$ cat config.mk
export PLATFORM = sky130hd
export DESIGN_NAME = uart_rx_status
export DESIGN_NICKNAME = d
export VERILOG_FILES = /design/src/rtl/uart_rx_pkg.sv /design/src/rtl/uart_rx_sync.sv /design/src/rtl/uart_rx_frame.sv /design/src/rtl/uart_rx_parity.sv /design/src/rtl/uart_rx_hold.sv /design/src/rtl/uart_rx_status.sv
export SDC_FILE = /design/constraint.sdc
export NUM_CORES = 1
export LEC_CHECK = 0
export ABC_AREA = 1
export BUFFER_PORTS_ARGS = -buffer_cell sky130_fd_sc_hd__buf_2
export CAP_MARGIN = 20
export CORE_MARGIN = 1.5
export CORE_UTILIZATION = 49
export CTS_BUF_LIST = sky130_fd_sc_hd__clkbuf_4
export DETAILED_ROUTE_END_ITERATION = 8
export GPL_ROUTABILITY_DRIVEN = 0
export PLACE_DENSITY = 0.81
export REMOVE_ABC_BUFFERS = 1
export SLEW_MARGIN = 20
export SYNTH_ARGS = -nofsm -noshare
export SYNTH_HDL_FRONTEND = slang
export SYNTH_SLANG_ARGS = --single-unit
$ cat constraint.sdc
create_clock -name clk -period 1.5 [get_ports clk]
set_input_delay 0.3 -clock clk [delete_from_list [all_inputs] [get_ports clk]]
set_output_delay 0.3 -clock clk [all_outputs]
set_load 0.05 [all_outputs]
$ cat src/rtl/uart_rx_pkg.sv
package uart_rx_pkg;

   typedef enum logic [2:0] {
      RX_IDLE,
      RX_START,
      RX_DATA,
      RX_PAR,
      RX_STOP
   } rx_state_e;

endpackage

$ cat src/rtl/uart_rx_sync.sv
module uart_rx_sync #(
   parameter int STAGES = 2
) (
   input  logic clk,
   input  logic rst_n,
   input  logic d_i,
   output logic q_o
);

   logic [STAGES-1:0] ff;

   generate
      if (STAGES == 1) begin : g_single
         always_ff @(posedge clk or negedge rst_n) begin
            if (!rst_n) ff <= '1;
            else        ff <= d_i;
         end
      end else begin : g_chain
         always_ff @(posedge clk or negedge rst_n) begin
            if (!rst_n) ff <= '1;
            else        ff <= {ff[STAGES-2:0], d_i};
         end
      end
   endgenerate

   assign q_o = ff[STAGES-1];

endmodule

$ cat src/rtl/uart_rx_frame.sv
module uart_rx_frame
   import uart_rx_pkg::*;
#(
   parameter int DATA_W = 8,
   parameter int OVS    = 16
) (
   input  logic                      clk,
   input  logic                      rst_n,
   input  logic                      tick_i,
   input  logic                      line_i,
   input  logic [$clog2(DATA_W)-1:0] last_idx_i,
   input  logic                      par_en_i,
   output logic                      done_o,
   output logic [DATA_W-1:0]         data_o,
   output logic                      par_bit_o
);

   localparam int CNT_W = $clog2(OVS);
   localparam int BIT_W = $clog2(DATA_W);
   localparam logic [CNT_W-1:0] MID_CNT  = CNT_W'(OVS / 2 - 1);
   localparam logic [CNT_W-1:0] FULL_CNT = CNT_W'(OVS - 1);

   rx_state_e         st;
   logic [CNT_W-1:0]  cnt;
   logic [BIT_W-1:0]  idx;
   logic [DATA_W-1:0] shreg;
   logic              par_q;
   logic              done_q;
   logic              at_full;

   assign at_full = (cnt == FULL_CNT);

   always_ff @(posedge clk or negedge rst_n) begin
      if (!rst_n) begin
         st     <= RX_IDLE;
         cnt    <= '0;
         idx    <= '0;
         shreg  <= '0;
         par_q  <= 1'b0;
         done_q <= 1'b0;
      end else begin
         done_q <= 1'b0;
         if (tick_i) begin
            case (st)
               RX_IDLE: begin
                  if (!line_i) begin
                     st    <= RX_START;
                     cnt   <= '0;
                     shreg <= '0;
                  end
               end
               RX_START: begin
                  if (cnt == MID_CNT) begin
                     cnt <= '0;
                     idx <= '0;
                     st  <= line_i ? RX_IDLE : RX_DATA;
                  end else begin
                     cnt <= cnt + CNT_W'(1);
                  end
               end
               RX_DATA: begin
                  if (at_full) begin
                     cnt        <= '0;
                     shreg[idx] <= line_i;
                     if (idx == last_idx_i) st  <= par_en_i ? RX_PAR : RX_STOP;
                     else                   idx <= idx + BIT_W'(1);
                  end else begin
                     cnt <= cnt + CNT_W'(1);
                  end
               end
               RX_PAR: begin
                  if (at_full) begin
                     cnt   <= '0;
                     par_q <= line_i;
                     st    <= RX_STOP;
                  end else begin
                     cnt <= cnt + CNT_W'(1);
                  end
               end
               RX_STOP: begin
                  if (at_full) begin
                     cnt    <= '0;
                     done_q <= 1'b1;
                     st     <= RX_IDLE;
                  end else begin
                     cnt <= cnt + CNT_W'(1);
                  end
               end
               default: st <= RX_IDLE;
            endcase
         end
      end
   end

   assign done_o    = done_q;
   assign data_o    = shreg;
   assign par_bit_o = par_q;

endmodule

$ cat src/rtl/uart_rx_parity.sv
module uart_rx_parity #(
   parameter int DATA_W = 8
) (
   input  logic [DATA_W-1:0] data_i,
   input  logic              par_bit_i,
   input  logic              par_en_i,
   input  logic              par_even_i,
   input  logic              par_stick_i,
   output logic              bad_o
);

   logic want;

   always_comb begin
      if (par_stick_i) want = ~par_even_i;
      else if (par_even_i) want = ^data_i;
      else want = ~(^data_i);
      bad_o = par_en_i && (par_bit_i != want);
   end

endmodule

$ cat src/rtl/uart_rx_hold.sv
module uart_rx_hold #(
   parameter int DATA_W = 8
) (
   input  logic              clk,
   input  logic              rst_n,
   input  logic              done_i,
   input  logic [DATA_W-1:0] data_i,
   input  logic              bad_i,
   input  logic              rd_data_i,
   input  logic              rd_status_i,
   output logic [DATA_W-1:0] hold_o,
   output logic              ready_o,
   output logic              overrun_o,
   output logic              perr_o
);

   logic accept;

   assign accept = done_i && (!ready_o || rd_data_i);

   always_ff @(posedge clk or negedge rst_n) begin
      if (!rst_n) begin
         hold_o    <= '0;
         ready_o   <= 1'b0;
         overrun_o <= 1'b0;
         perr_o    <= 1'b0;
      end else begin
         if (accept) begin
            hold_o  <= data_i;
            ready_o <= 1'b1;
         end else if (rd_data_i) begin
            ready_o <= 1'b0;
         end

         if (done_i && !accept) overrun_o <= 1'b1;
         else if (rd_status_i)  overrun_o <= 1'b0;

         if (accept && bad_i)  perr_o <= 1'b1;
         else if (rd_status_i) perr_o <= 1'b0;
      end
   end

endmodule

$ cat src/rtl/uart_rx_status.sv
module uart_rx_status #(
   parameter int DATA_W      = 8,
   parameter int MIN_W       = 5,
   parameter int OVS         = 16,
   parameter int SYNC_STAGES = 2
) (
   input  logic              clk,
   input  logic              rst_n,
   input  logic              rx_i,
   input  logic              tick_i,
   input  logic [1:0]        word_len_i,
   input  logic              par_en_i,
   input  logic              par_even_i,
   input  logic              par_stick_i,
   input  logic              rd_data_i,
   input  logic              rd_status_i,
   output logic [DATA_W-1:0] rx_data_o,
   output logic              data_ready_o,
   output logic              overrun_o,
   output logic              parity_err_o
);

   localparam int BIT_W = $clog2(DATA_W);

   generate
      if (DATA_W != MIN_W + 3) begin : g_bad_width
         $error("DATA_W must equal MIN_W + 3 for a two-bit length field");
      end
      if (OVS < 4 || (OVS % 2) != 0 || (OVS & (OVS - 1)) != 0) begin : g_bad_ovs
         $error("OVS must be an even power of two, at least 4");
      end
      if (SYNC_STAGES < 1) begin : g_bad_sync
         $error("SYNC_STAGES must be at least 1");
      end
   endgenerate

   logic              line_s;
   logic [BIT_W-1:0]  last_idx;
   logic              char_done;
   logic [DATA_W-1:0] shift_data;
   logic              par_bit;
   logic              par_bad;

   assign last_idx = BIT_W'(MIN_W - 1) + BIT_W'(word_len_i);

   uart_rx_sync #(.STAGES(SYNC_STAGES)) u_sync (
      .clk   (clk),
      .rst_n (rst_n),
      .d_i   (rx_i),
      .q_o   (line_s)
   );

   uart_rx_frame #(.DATA_W(DATA_W), .OVS(OVS)) u_frame (
      .clk        (clk),
      .rst_n      (rst_n),
      .tick_i     (tick_i),
      .line_i     (line_s),
      .last_idx_i (last_idx),
      .par_en_i   (par_en_i),
      .done_o     (char_done),
      .data_o     (shift_data),
      .par_bit_o  (par_bit)
   );

   uart_rx_parity #(.DATA_W(DATA_W)) u_parity (
      .data_i      (shift_data),
      .par_bit_i   (par_bit),
      .par_en_i    (par_en_i),
      .par_even_i  (par_even_i),
      .par_stick_i (par_stick_i),
      .bad_o       (par_bad)
   );

   uart_rx_hold #(.DATA_W(DATA_W)) u_hold (
      .clk         (clk),
      .rst_n       (rst_n),
      .done_i      (char_done),
      .data_i      (shift_data),
      .bad_i       (par_bad),
      .rd_data_i   (rd_data_i),
      .rd_status_i (rd_status_i),
      .hold_o      (rx_data_o),
      .ready_o     (data_ready_o),
      .overrun_o   (overrun_o),
      .perr_o      (parity_err_o)
   );

endmodule

==> summary.md <==
| Metric | Value |
|---|---|
| RSZ-0062 raised after global routing | `true` |
| Fraction of the yosys area taken by sequential cells | `between 40% and 50%` |
| Syn avg cell area | `approximately 7.5 sq um` |
| Hold Path Sink | `u_sync.ff[0]` |
| Crit end category | `flop` |
| Number of synthesized flops with an enable pin | `0` |
| Initial Utilization | `a little over half` |
| Area of the die | `about 0.0041 sq mm` |
| Largest net degree at the start of global routing | `34` |
| Most used DFF post-synth | `dfrtp_1` |
| Mapped Cells | `roughly 240` |
| R2R depth | `7` |
| Total power draw | `about 2.6 mW` |
| Port Buffers | `21` |
| Hold/Removal Path Class | `in -> reg` |
| DIE WIDTH | `~64 microns` |
| Post-synthesis mux area share | `less than 1%` |
| Vias per std cell | `around 5` |
| Worst reg-to-reg setup slack | `0.5 ps` |
| Iter 0 DRT Violations | `between 150 and 200` |
| Placed wire-length estimate | `~2.6 mm` |
| Antenna violations before repair | `0` |
| Synth warn | `0` |
| Mapped Area | `approximately 0.0018 sq mm` |
| Max Cap Viol | `0` |
| Adder-cell area share of the yosys netlist | `1.38%` |
| Synth Register Bits | `33` |
| Area delta synth->final | `24.6%` |
| Worst Slack Setup Final | `0.511 ps` |
| Total GRT Usage | `roughly a fifth` |
| RR Endpoint | `u_frame.data_o[6]` |
| Largest family of logic cells by synthesized area | `simple AND/OR/NAND/NOR gates` |
| Number of global-route vias before repair | `roughly 1600` |
| Clock slew at reported path FFs | `110 ps` |
| Slew headroom | `around 71%` |
| Commonest non-fill, non-tap cell in the layout | `nand2_1` |
| Hold path startpoint | `rx_i` |
| Clock sinks | `33` |
| Clock Skews | `between 10 and 15 ps` |
| Placement row count | `21` |
| Clock Path Buffers | `2` |
| Leakage | `~1.1 nW` |
| Share of cells above drive strength 1 | `between 20% and 30%` |
| VDD IR max | `around 0.89 mV` |
| Commonest cells after routing, fill and taps aside | `82 x nand2_1, 32 x inv_1, 28 x dfrtp_1` |
| GR Overflow Total | `0` |
| Routed WL per cell | `roughly 12 microns` |
| Final setup viols | `0` |
| Post-synth ARST share | `between 90% and 100%` |
| Status | `finished, final reports clean` |
| Setup CP Type | `reg -> reg` |
| DRT Wirelength | `around 3.9 mm` |
| Worst Path Required | `1770 ps` |
| CP arrival | `approximately 1800 ps` |
| Synth Area in Compound Gates | `between 10% and 20%` |
| CP max FO | `8` |
| DRT antenna net count | `0` |
| Post-place setup slack | `-96.2 ps` |
| Startpoint Class | `flop` |
| Root Buffer | `clkbuf_4` |
| Inserted Clock Buffers | `5` |
| XOR/XNOR share of the synthesized area | `less than 1%` |
| Final min period | `1500 ps` |
| Vert. Die Dim | `63.9 microns` |
| Final net count | `300` |
| First-pass DRT Iterations | `4` |
| CTS H-Tree Depth | `2` |
| N_diodes | `0` |
| # DRC | `0` |
| Post-Synth Simple-Gate Area | `30.3%` |
| Fmax | `667 MHz` |
| Power per cell area | `1160 mW/mm^2` |
| Worst R2R Start | `u_frame.cnt[0]` |
| I/O pin count | `22` |
| Hold depth | `1` |
| Via count | `between 1500 and 2000` |
| Worst-Margin Slew | `440 ps` |
| First-pass GRT wire length | `about 6.5 mm` |
| Clk_lat worst skew | `between 300 and 400 ps` |
| Fin. max-slew vios | `0` |
| Core outline area | `0.00344 sq mm` |
| Distinct cells, synth | `29` |
| Tcrit/Tclk final | `100%` |
| Final hold violation count | `0` |
| CTS tree | `yes` |
-- metal layers --
metal | vias up | routed length (microns) | GRT usage, %
li1 | 861 | - | -
met5 | - | 0 | 0
met2 | 41 | 1980 | 37.0
met3 | 6 | 167 | 5.99
met1 | 756 | 1640 | 22.3
met4 | 0 | 66 | 9.78
-- layout make-up --
type / instances / area (sq um)
fillers: 286 / 1180
multi-input cells: 173 / 932
flip-flops and latches: 33 / 832
repair buffers: 39 / 255
inverters: 35 / 131
well taps: 46 / 57.6
clock buffers: 6 / 45.0
clock inverters: 2 / 10.0
-- Yosys cell counts, types with 5 or more instances --
cell type  instances  area [sq um]
a21oi_1            5          25.0
nor2_1            13          48.8
o21ai_1            8          40.0
inv_1             33           124
nor3_1             9          45.0
dfrtp_1           31           776
nand2_1           84           315
o21ai_0           25           125
nand3_1            8          40.0
-- critical path: stages (launching register included) --
cell,delay [ps]
dfrtp_1,380
ha_2,200
nand2_2,70
nor2_4,150
nand2_4,90
a21oi_4,210
nand3_4,170
o21ai_2,160
-- logic make-up (layout without fill, tap and decap cells) --
group,Yosys count,count (layout)
AND/OR/NAND/NOR,124,124
AO/OA/AOI/OAI,43,44
buffers and inverters,38,82
flip-flops,33,33
adder cells (fa/ha/maj),2,2
XOR/XNOR,2,2
multiplexers,1,1
-- report_power, final --
part,total [mW],internal [mW],switching [mW]
clock,0.516,0.197,0.319
combinational,1.03,0.439,0.595
sequential,1.08,0.982,0.103
total,2.64,1.62,1.02
-- flip-flops by register name, summed over array words and instances (netlist names) --
register           cells
u_frame.idx            3
u_frame.st             3
u_hold.ready_o         1
u_frame.cnt            4
u_hold.perr_o          1
u_frame.data_o         8
u_hold.overrun_o       1
u_hold.hold_o          8
u_frame.par_bit_o      1
u_sync.ff              2
u_frame.done_o         1
-- timing repair --
action,in CTS,in global routing
endpoints found under the setup margin,17,17
resized for setup,5,24
hold buffers,1,0
setup buffers,3,2
gates cloned,1,0
hold endpoints to repair,31,0
pin swaps,5,9
-- how the worst max path moves through the flow --
stage                               from           endpoint  slack, ps  cells after the start
after floorplan           u_frame.cnt[0]  u_frame.par_bit_o        -30                      6
after global placement    u_frame.cnt[0]  u_frame.data_o[7]        -20                      7
after detailed placement  u_frame.cnt[0]  u_frame.par_bit_o       -100                      6
after CTS                 u_frame.cnt[0]      u_frame.st[1]         -4                     10
after global routing      u_frame.cnt[0]  u_frame.par_bit_o       -100                      6
final                     u_frame.cnt[0]  u_frame.data_o[6]        0.5                      7
-- metrics by stage --
step	cell area (sq um)	hold slack (ps)	util, %	setup TNS [ps]	cells
6_report	2260	57.3	65.8	0	334
5_1_grt	2260	22.1	65.8	-1030	334
4_1_cts	2180	42.0	63.3	-4.31	332
3_5_place_dp	2070	347	60.1	-746	319
3_3_place_gp	2070	342	60.1	-105	319
2_1_floorplan	1800	4.41	-	-30.4	240
No activity file was read; power rests on OpenSTA's default activity.
